===== src/rtl/bag_pkg.sv =====
`timescale 1ns/1ps
// Shared constants and types for the bus access guard.
// Assumes word-aligned byte offsets on an 8-bit or wider address.
package bag_pkg;

    // Word offsets decoded by the guard.
    localparam int unsigned OFS_CTRL  = 32'h00;
    localparam int unsigned OFS_MODE  = 32'h04;
    localparam int unsigned OFS_MSET  = 32'h10;
    localparam int unsigned OFS_MCLR  = 32'h14;
    localparam int unsigned OFS_MASK  = 32'h18;
    localparam int unsigned OFS_STAT  = 32'h1C;
    localparam int unsigned OFS_KEY   = 32'h20;
    localparam int unsigned NUM_KEY   = 8;
    localparam int unsigned OFS_DIN   = 32'h40;
    localparam int unsigned NUM_DIN   = 4;
    localparam int unsigned OFS_DOUT  = 32'h50;
    localparam int unsigned NUM_DOUT  = 4;
    localparam int unsigned OFS_IV    = 32'h60;
    localparam int unsigned NUM_IV    = 4;

    // Field positions.
    localparam int unsigned CTRL_START_BIT = 0;
    localparam int unsigned CTRL_SWRST_BIT = 8;
    localparam int unsigned MODE_SMOD_LO   = 8;
    localparam int unsigned MODE_KEY_LO    = 20;
    localparam logic [3:0]  UNLOCK_VALUE   = 4'hE;
    localparam logic [1:0]  SMOD_DMA_WORD0 = 2'd2;
    localparam int unsigned STAT_DET_BIT   = 8;
    localparam int unsigned STAT_CODE_LO   = 12;

    // Interrupt sources: data ready, violation, tag ready.
    localparam int unsigned NSRC = 3;
    localparam int unsigned SRC_BIT [NSRC] = '{0, 8, 16};

    typedef enum logic [3:0] {
        VC_DIN_WR_PROC   = 4'd0,
        VC_DOUT_RD_PROC  = 4'd1,
        VC_MODE_WR_PROC  = 4'd2,
        VC_DOUT_RD_KGEN  = 4'd3,
        VC_MODE_WR_KGEN  = 4'd4,
        VC_WONLY_RD      = 4'd5
    } vcode_e;

    typedef struct packed {
        logic ctrl;
        logic mode;
        logic mset;
        logic mclr;
        logic mask;
        logic stat;
        logic key;
        logic din;
        logic dout;
        logic iv;
    } region_t;

endpackage


===== src/rtl/bag_decode.sv =====
`timescale 1ns/1ps
// Address decode and access legality check.
// Purely combinational; assumes at most one of read/write per cycle
// (a write takes precedence in classification if both appear).
module bag_decode
    import bag_pkg::*;
#(
    parameter int ADDR_W = 8
) (
    input  logic [ADDR_W-1:0] addr,
    input  logic              wr,
    input  logic              rd,
    input  logic              proc,
    input  logic              keygen,
    input  logic [1:0]        smod,
    output region_t           reg_hit,
    output logic              viol,
    output logic [3:0]        vcode
);

    // True when addr selects one of n consecutive words starting at lo.
    function automatic logic in_win(input logic [ADDR_W-1:0] a,
                                    input int unsigned lo,
                                    input int unsigned n);
        return (a[1:0] == 2'b00) &&
               (a >= ADDR_W'(lo)) &&
               (a <= ADDR_W'(lo + 4 * (n - 1)));
    endfunction

    // Region decode.
    always_comb begin
        reg_hit.ctrl = in_win(addr, OFS_CTRL, 1);
        reg_hit.mode = in_win(addr, OFS_MODE, 1);
        reg_hit.mset = in_win(addr, OFS_MSET, 1);
        reg_hit.mclr = in_win(addr, OFS_MCLR, 1);
        reg_hit.mask = in_win(addr, OFS_MASK, 1);
        reg_hit.stat = in_win(addr, OFS_STAT, 1);
        reg_hit.key  = in_win(addr, OFS_KEY,  NUM_KEY);
        reg_hit.din  = in_win(addr, OFS_DIN,  NUM_DIN);
        reg_hit.dout = in_win(addr, OFS_DOUT, NUM_DOUT);
        reg_hit.iv   = in_win(addr, OFS_IV,   NUM_IV);
    end

    logic wonly;
    assign wonly = reg_hit.ctrl | reg_hit.key | reg_hit.din | reg_hit.iv;

    // Classify the access against the current phase.
    always_comb begin
        viol  = 1'b0;
        vcode = VC_WONLY_RD;
        if (wr) begin
            if (proc) begin
                if (reg_hit.din && (smod == SMOD_DMA_WORD0)) begin
                    viol  = 1'b1;
                    vcode = VC_DIN_WR_PROC;
                end else if (reg_hit.mode) begin
                    viol  = 1'b1;
                    vcode = VC_MODE_WR_PROC;
                end
            end else if (keygen && reg_hit.mode) begin
                viol  = 1'b1;
                vcode = VC_MODE_WR_KGEN;
            end
        end else if (rd) begin
            if (reg_hit.dout && proc) begin
                viol  = 1'b1;
                vcode = VC_DOUT_RD_PROC;
            end else if (reg_hit.dout && keygen) begin
                viol  = 1'b1;
                vcode = VC_DOUT_RD_KGEN;
            end else if (wonly) begin
                viol  = 1'b1;
                vcode = VC_WONLY_RD;
            end
        end
    end

endmodule


===== src/rtl/bag_viol_rec.sv =====
`timescale 1ns/1ps
// Sticky violation recorder: keeps the flag and the first code.
// Assumes clr and evt never coincide; clr wins if they do.
module bag_viol_rec #(
    parameter int CODE_W = 4
) (
    input  logic              clk,
    input  logic              rst_n,
    input  logic              clr,
    input  logic              evt,
    input  logic [CODE_W-1:0] code_in,
    output logic              det_q,
    output logic [CODE_W-1:0] code_q
);

    // Capture the first violation; hold until cleared.
    always_ff @(posedge clk) begin
        if (!rst_n || clr) begin
            det_q  <= 1'b0;
            code_q <= '0;
        end else if (evt && !det_q) begin
            det_q  <= 1'b1;
            code_q <= code_in;
        end
    end

endmodule


===== src/rtl/bag_irq_ctrl.sv =====
`timescale 1ns/1ps
// Interrupt mask (set/clear words) and registered interrupt output.
// Only the source bit positions listed in the package carry flops.
module bag_irq_ctrl
    import bag_pkg::*;
#(
    parameter int DATA_W = 32
) (
    input  logic              clk,
    input  logic              rst_n,
    input  logic              set_wr,
    input  logic              clr_wr,
    input  logic [DATA_W-1:0] wdata,
    input  logic [DATA_W-1:0] status,
    output logic [DATA_W-1:0] mask_word,
    output logic              irq_q
);

    logic [NSRC-1:0] mbit;
    logic [NSRC-1:0] pend;

    for (genvar s = 0; s < NSRC; s++) begin : g_src
        localparam int unsigned POS = SRC_BIT[s];

        // One mask bit: set-word 1 sets, clear-word 1 clears.
        always_ff @(posedge clk) begin
            if (!rst_n) begin
                mbit[s] <= 1'b0;
            end else if (set_wr && wdata[POS]) begin
                mbit[s] <= 1'b1;
            end else if (clr_wr && wdata[POS]) begin
                mbit[s] <= 1'b0;
            end
        end

        assign pend[s] = mbit[s] & status[POS];
    end

    // Scatter mask bits into their word positions.
    always_comb begin
        mask_word = '0;
        for (int s = 0; s < NSRC; s++) begin
            mask_word[SRC_BIT[s]] = mbit[s];
        end
    end

    // Register the combined masked request.
    always_ff @(posedge clk) begin
        if (!rst_n) begin
            irq_q <= 1'b0;
        end else begin
            irq_q <= |pend;
        end
    end

endmodule


===== src/rtl/bag_mode_reg.sv =====
`timescale 1ns/1ps
// Mode word with one-time unlock on first write.
// wr_ok must already exclude blocked (violating) writes.
module bag_mode_reg
    import bag_pkg::*;
#(
    parameter int DATA_W = 32
) (
    input  logic              clk,
    input  logic              rst_n,
    input  logic              wr_ok,
    input  logic [DATA_W-1:0] wdata,
    output logic [DATA_W-1:0] mode_q,
    output logic              unlocked_q
);

    localparam logic [DATA_W-1:0] KEY_MASK = DATA_W'(32'hF) << MODE_KEY_LO;

    logic accept;
    assign accept = wr_ok &&
                    (unlocked_q || (wdata[MODE_KEY_LO +: 4] == UNLOCK_VALUE));

    // Store accepted writes with the unlock field dropped.
    always_ff @(posedge clk) begin
        if (!rst_n) begin
            mode_q     <= '0;
            unlocked_q <= 1'b0;
        end else if (accept) begin
            mode_q     <= wdata & ~KEY_MASK;
            unlocked_q <= 1'b1;
        end
    end

endmodule


===== src/rtl/bus_access_guard.sv =====
`timescale 1ns/1ps
// Bus access guard for a crypto engine register window.
// Blocks phase-illegal accesses, records the first one, owns the
// mode, mask and status words and drives a registered interrupt.
// Assumes single-cycle accesses with at most one strobe active.
module bus_access_guard
    import bag_pkg::*;
#(
    parameter int ADDR_W = 8,
    parameter int DATA_W = 32
) (
    input  logic              clk,
    input  logic              rst_n,
    input  logic [ADDR_W-1:0] bus_addr,
    input  logic              bus_wr,
    input  logic              bus_rd,
    input  logic [DATA_W-1:0] bus_wdata,
    output logic [DATA_W-1:0] bus_rdata,
    input  logic              phase_proc,
    input  logic              phase_keygen,
    input  logic              data_ready,
    input  logic              tag_ready,
    input  logic [DATA_W-1:0] dp_rdata,
    output logic              dp_wr,
    output logic              dp_rd,
    output logic              start_pulse,
    output logic [DATA_W-1:0] mode_word,
    output logic              irq
);

    localparam int CODE_W = 4;

    region_t           hit;
    logic              viol;
    logic [CODE_W-1:0] vcode;
    logic              det_q;
    logic [CODE_W-1:0] vcode_q;
    logic              swrst;
    logic [DATA_W-1:0] mode_q;
    logic              unlocked;
    logic [DATA_W-1:0] mask_word;
    logic [DATA_W-1:0] status_word;
    logic              ok_wr;
    logic              ok_rd;

    bag_decode #(.ADDR_W(ADDR_W)) u_dec (
        .addr    (bus_addr),
        .wr      (bus_wr),
        .rd      (bus_rd),
        .proc    (phase_proc),
        .keygen  (phase_keygen),
        .smod    (mode_q[MODE_SMOD_LO +: 2]),
        .reg_hit (hit),
        .viol    (viol),
        .vcode   (vcode)
    );

    assign ok_wr = bus_wr & ~viol;
    assign ok_rd = bus_rd & ~viol;

    assign swrst       = ok_wr & hit.ctrl & bus_wdata[CTRL_SWRST_BIT];
    assign start_pulse = ok_wr & hit.ctrl & bus_wdata[CTRL_START_BIT];
    assign dp_wr       = ok_wr & (hit.key | hit.din | hit.iv);
    assign dp_rd       = ok_rd & hit.dout;

    bag_viol_rec #(.CODE_W(CODE_W)) u_rec (
        .clk     (clk),
        .rst_n   (rst_n),
        .clr     (swrst),
        .evt     (viol),
        .code_in (vcode),
        .det_q   (det_q),
        .code_q  (vcode_q)
    );

    bag_mode_reg #(.DATA_W(DATA_W)) u_mode (
        .clk        (clk),
        .rst_n      (rst_n),
        .wr_ok      (ok_wr & hit.mode),
        .wdata      (bus_wdata),
        .mode_q     (mode_q),
        .unlocked_q (unlocked)
    );

    // Assemble the status word from engine levels and the record.
    always_comb begin
        status_word = '0;
        status_word[SRC_BIT[0]] = data_ready;
        status_word[STAT_DET_BIT] = det_q;
        status_word[STAT_CODE_LO +: CODE_W] = vcode_q;
        status_word[SRC_BIT[2]] = tag_ready;
    end

    bag_irq_ctrl #(.DATA_W(DATA_W)) u_irq (
        .clk       (clk),
        .rst_n     (rst_n),
        .set_wr    (ok_wr & hit.mset),
        .clr_wr    (ok_wr & hit.mclr),
        .wdata     (bus_wdata),
        .status    (status_word),
        .mask_word (mask_word),
        .irq_q     (irq)
    );

    // Read multiplexer; blocked or unmapped reads return zero.
    always_comb begin
        bus_rdata = '0;
        if (ok_rd) begin
            if (hit.mode)      bus_rdata = mode_q;
            else if (hit.mask) bus_rdata = mask_word;
            else if (hit.stat) bus_rdata = status_word;
            else if (hit.dout) bus_rdata = dp_rdata;
        end
    end

    assign mode_word = mode_q;

endmodule


===== config.mk =====
export PLATFORM = sky130hd
export DESIGN_NAME = bus_access_guard
export DESIGN_NICKNAME = d
export VERILOG_FILES = /design/src/rtl/bag_pkg.sv /design/src/rtl/bag_decode.sv /design/src/rtl/bag_viol_rec.sv /design/src/rtl/bag_irq_ctrl.sv /design/src/rtl/bag_mode_reg.sv /design/src/rtl/bus_access_guard.sv
export SDC_FILE = /design/constraint.sdc
export NUM_CORES = 1
export LEC_CHECK = 0
export BUFFER_PORTS_ARGS = -buffer_cell sky130_fd_sc_hd__buf_2
export CORE_MARGIN = 2
export CORE_UTILIZATION = 45
export CTS_BUF_LIST = sky130_fd_sc_hd__clkbuf_16
export DETAILED_ROUTE_END_ITERATION = 16
export PLACE_DENSITY = 0.78
export SLEW_MARGIN = 10
export SYNTH_ARGS = -nofsm -noshare
export SYNTH_HDL_FRONTEND = slang
export SYNTH_HIERARCHICAL = 1
export SYNTH_SLANG_ARGS = --single-unit

===== constraint.sdc =====
create_clock -name clk -period 2.33 [get_ports clk]
set_input_delay 0.233 -clock clk [delete_from_list [all_inputs] [get_ports clk]]
set_output_delay 0.233 -clock clk [all_outputs]
set_load 0.02 [all_outputs]

==> results of run 1 <==
-- routing by layer --
metal,vias to the layer above,global-route usage
met2,179,0.432
met3,26,0.0298
li1,1996,-
met1,2063,0.343
met5,-,0
met4,0,0.0964
-- sequential cells by signal (all words and copies together) (netlist names) --
signal             count
u_irq/irq_q            1
u_rec/det_q            1
u_irq/mask_word        3
u_mode/unlocked_q      1
u_rec/code_q           4
u_mode/mode_q         28
-- layout make-up --
type / instances / area, um^2
sequential: 38 / 762
timing repair buffer: 210 / 1480
clock inverter: 3 / 63.8
clock buffer: 5 / 125
fill: 631 / 2610
multi-input combinational: 355 / 3040
tap: 105 / 131
inverter: 3 / 11.3
-- timing repair --
item | in CTS | in global routing
setup endpoints to repair | 32 | 58
setup buffers | 6 | 9
pin swaps | 7 | 8
gates cloned | 2 | 4
hold buffers | 0 | 0
gates resized for setup | 30 | 62
-- critical path, cell delays in order --
cell and delay, ns:
buf_6 0.09, or4b_4 0.56, inv_2 0.10, nand2_4 0.07, nor4_4 0.27, nor3b_4 0.10, buf_12 0.16, buf_4 0.16
a221oi_2 0.26, nor3_2 0.08, buf_2 0.16
-- report_power, final --
| part | internal (W) | switching [W] |
|---|---|---|
| Combinational | 0.000129 | 0.000180 |
| Sequential | 0.000652 | 0.00000311 |
| Clock | 0.000610 | 0.000267 |
-- worst max-delay path by stage --
stage                   endpoint  slack (ns)  depth (start not counted)
2_1_floorplan  u_mode/mode_q[15]        0.05                          9
3_3_place_gp       bus_rdata[28]       -0.14                          8
3_5_place_dp       bus_rdata[28]       -0.19                          8
4_1_cts             bus_rdata[9]       -0.08                         11
5_1_grt            bus_rdata[11]       -0.19                         11
6_report           bus_rdata[11]       -0.14                         11
-- through the flow --
stage | instances | utilization | setup TNS, ns | hold WS, ns
detailed placement | 692 | 0.572 | -5.93 | 0.487
global placement | 692 | 0.572 | -4.25 | 0.475
CTS | 708 | 0.627 | -1.32 | 0.209
floorplan | 480 | - | 0 | 0.361
global route | 719 | 0.683 | -4.71 | 0.218
finish | 719 | 0.683 | -2.56 | 0.214
==> out/summary.txt, run 1 <==
PD cells: 328 nW/um^2
Worst-Margin Slew: 0.584 ns
Crit path kind: in -> out
Failing checks: setup timing
Row cnt: 33
1st-iter DRT viols: 199
Outcome: complete, but fails checks
Commonest non-fill, non-tap cell in the layout: buf_2
Layout cells sized above 1: 0.500
Number of max-cap violations: 0
R2r worst-path depth: 11
Worst R2R End: u_mode/mode_q[27]
Clock Sinks: 38
Clock root buffer: clkbuf_16
CTS Buffer Depth: 2
Syn Area/Cell: 8.48 um^2
Crit path required time: 2.10 ns
F_max: 0.405 GHz
Crit start category: input pin
Clk pin slew, worst setup/hold paths: 0.06 ns
Maximum VDD drop: 375 uV
Hold Violations, Final: 0
HPWL after DPL: 8880 um
Setup WS pre-CTS: -0.190 ns
IO Pins: 148
Non-Filler Cell Area, Final: 5610 um^2
DR WL met3: 754 um
Input/output buffers: 143
Die Span X: 96.0 um
Reg-to-Reg Start: u_mode/mode_q[8]
Lkg Pwr: 2.39 nW
Reg2reg setup slack: 0.05 ns
TritonCTS Buffers: 5
Highest routed layer: met4
H-tree lvl count: 2
Worst hold path type: in -> reg
Core box area: 8220 um^2
WHS Path Cells: 3
CTS tree: yes
Metal2 WL: 6810 um
Starting Density: 0.463
Vias in the first global route: 3883
Most frequent cells in the layout: buf_2, buf_4, dfxtp_1
GRT overflow: 0
Vias: 4264
Fin nets: 693
Initial antenna violation count: 0
Slew HR: 0.610
WL/cell: 18.8 um
Remaining DRCs: 0
Placed cell area: 4700 um^2
Area Growth Syn to Fin: 47.3%
# setup viols final: 30
Worst hold endpoint: u_mode/mode_q[12]
Die area: 9210 um^2
M1 wire length: 5560 um
Ant diodes: 0
Largest net degree at the start of global routing: 36
Global-route wire length before repair: 19000 um
Post-DR vias/cell: 5.93
Crit path max fanout: 13
Total power: 0.00184 W
Worst Setup SP: bus_addr[0]
Worst Clk Skew: 0.00306 ns
Post-route ant nets: 0
Pre-antenna DRT Iters: 5
Final Slew Violations: 0
Fin crit period: 2.47 ns
Final period utilization: 1.06
Routed wire length: 13500 um
Cell count after synthesis: 449
CP Capture Type: output pin
Synthesized cell area: 3810 um^2
Clk_lat worst skew: 0.28 ns
RSZ-0062 raised after global routing: true
Setup slack after layout: -0.142 ns
Beginning of the worst hold path: bus_wdata[12]
Die Span Y: 96.0 um
Crit path arrival time: 2.24 ns
Syn. warnings: 6
Total track usage: 0.259
GPL Wtd Cong: 0.876
No activity file was read; power rests on OpenSTA's default activity.
==> run 2: changes to the inputs <==
--- a/config.mk
+++ b/config.mk
@@ -7,10 +7,9 @@
 export LEC_CHECK = 0
 export BUFFER_PORTS_ARGS = -buffer_cell sky130_fd_sc_hd__buf_2
 export CORE_MARGIN = 2
-export CORE_UTILIZATION = 45
+export CORE_UTILIZATION = 30
 export CTS_BUF_LIST = sky130_fd_sc_hd__clkbuf_16
 export DETAILED_ROUTE_END_ITERATION = 16
-export PLACE_DENSITY = 0.78
 export SLEW_MARGIN = 10
 export SYNTH_ARGS = -nofsm -noshare
 export SYNTH_HDL_FRONTEND = slang
==> out/summary.txt, run 2 (same netlist as run 1, synthesis figures left out) <==
Setup slack after layout: -0.107 ns
Largest reg by FF count: u_mode/mode_q
CP peak stage delay: 0.57 ns
Crit path required time: 2.10 ns
Beginning of the worst hold path: bus_wdata[18]
Commonest non-fill, non-tap cell in the layout: buf_2
Core Util, Final: 0.470
Clock Sinks: 38
WL/cell: 18.2 um
Worst-Margin Slew: 0.570 ns
1st-iter DRT viols: 289
Die Span Y: 117 um
Hold_ws: 0.207 ns
Crit-path cells: buf_6, or4b_4, inv_2, nand2_4, nor4_4, buf_4, buf_6, a221oi_4, o41ai_4, buf_4
Fin crit period: 2.44 ns
Most frequent cells in the layout: buf_2, buf_4, dfxtp_1
Maximum VDD drop: 318 uV
CP Capture Type: output pin
Worst Setup SP: bus_addr[5]
GRT overflow: 0
Input/output buffers: 143
Crit path arrival time: 2.20 ns
Hold-fix buffers at CTS: 0
PD cells: 298 nW/um^2
Fin nets: 700
Reg2reg setup slack: 0.18 ns
RSZ-0062 raised after global routing: true
Failing checks: setup timing
TNS Setup: -2.32 ns
Final Slew Violations: 0
Routed wire length: 14500 um
Crit path kind: in -> out
Die Span X: 117 um
Final period utilization: 1.05
Crit start category: input pin
Vias: 4202
Clk_lat worst skew: 0.29 ns
Core box area: 12500 um^2
Lkg Pwr: 2.43 nW
Max stage delay cell, worst path: or4b_4
CP top delay family: simple AND/OR/NAND/NOR gates
Global-route wire length before repair: 20200 um
Starting Density: 0.304
TritonCTS Buffers: 5
CTS tree: yes
H-tree lvl count: 2
Vias in the first global route: 3841
Area of the multi-input gates: 3130 um^2
Area Growth Syn to Fin: 54.6%
Total track usage: 0.194
Crit path max fanout: 6
Non-filler cells, final: 795
Largest register FFs: 28
# setup viols final: 32
CTS Buffer Depth: 2
Layout cells sized above 1: 0.527
Pre-antenna DRT Iters: 5
Post-DR vias/cell: 5.29
Largest net degree at the start of global routing: 58
Number of max-cap violations: 0
Sequential cell area: 761 um^2
Slew HR: 0.620
Reg-to-Reg Start: u_mode/mode_q[8]
Placed Cells: 756
Critical path buffers and inverters: 5
Worst Clk Skew: 0.00713 ns
Worst hold path type: in -> reg
HPWL after DPL: 9680 um
GPL Wtd Cong: 0.870
Row cnt: 41
Layout filler cell count: 1209
IO Pins: 148
Clk pin slew, worst setup/hold paths: 0.06 ns
Hold Violations, Final: 0
Die area: 13600 um^2
F_max: 0.410 GHz
Outcome: complete, but fails checks
Clock root buffer: clkbuf_16
Initial antenna violation count: 3
Remaining DRCs: 0
Post-route ant nets: 0
==> run 2: final cells by class <==
type                       count  area share
inverter                       3     0.00191
timing repair buffer         217       0.272
clock buffer                   5      0.0213
tap                          172      0.0366
sequential                    38       0.129
clock inverter                 3     0.00638
antenna                        2    0.000850
multi-input combinational    355       0.532
==> run 2: routing by layer <==
layer,global-route usage,wire length [um],vias to the layer above
met5,0,13,-
met4,0.0580,320,2
met3,0.0379,881,24
met2,0.325,7020,137
met1,0.253,6250,2025
li1,-,-,2014
==> run 2: where the power goes <==
group	switching, W	internal, W	leakage [nW]	total [W]
combinational	0.000183	0.000132	2.04	0.000314
clock	0.000285	0.000498	0.0864	0.000783
sequential	0.00000291	0.000652	0.306	0.000655
total	0.000471	0.00128	2.43	0.00175
==> run 2: final timing paths <==
kind | cells after the start | endpoint
setup reg to reg | 10 | u_mode/mode_q[8]
setup / recovery | 10 | bus_rdata[16]
hold reg to reg | 2 | u_rec/code_q[1]
hold / removal | 3 | u_mode/mode_q[18]
==> run 2: what timing repair did <==
| action | 4_1_cts | 5_1_grt |
|---|---|---|
| gates cloned | 2 | 5 |
| pin swaps | 7 | 5 |
| gates resized for setup | 38 | 72 |
| endpoints found under the setup margin | 32 | 56 |
| setup buffers | 16 | 8 |
==> run 2: tightest hold or removal path: stages <==
cell and delay, ns:
buf_2 0.09, a31oi_1 0.07, o211ai_1 0.06
==> run 2: metrics by stage <==
stage / setup WS (ns) / total power, W / instance area [um^2]
final: -0.107 / 0.00175 / 5890
after global routing: -0.186 / 0.00182 / 5880
after CTS: -0.0864 / 0.00173 / 5320
after detailed placement: -0.236 / 0.000926 / 4790
after global placement: -0.179 / 0.000921 / 4790
after floorplan: 0.0537 / 0.000817 / 3990
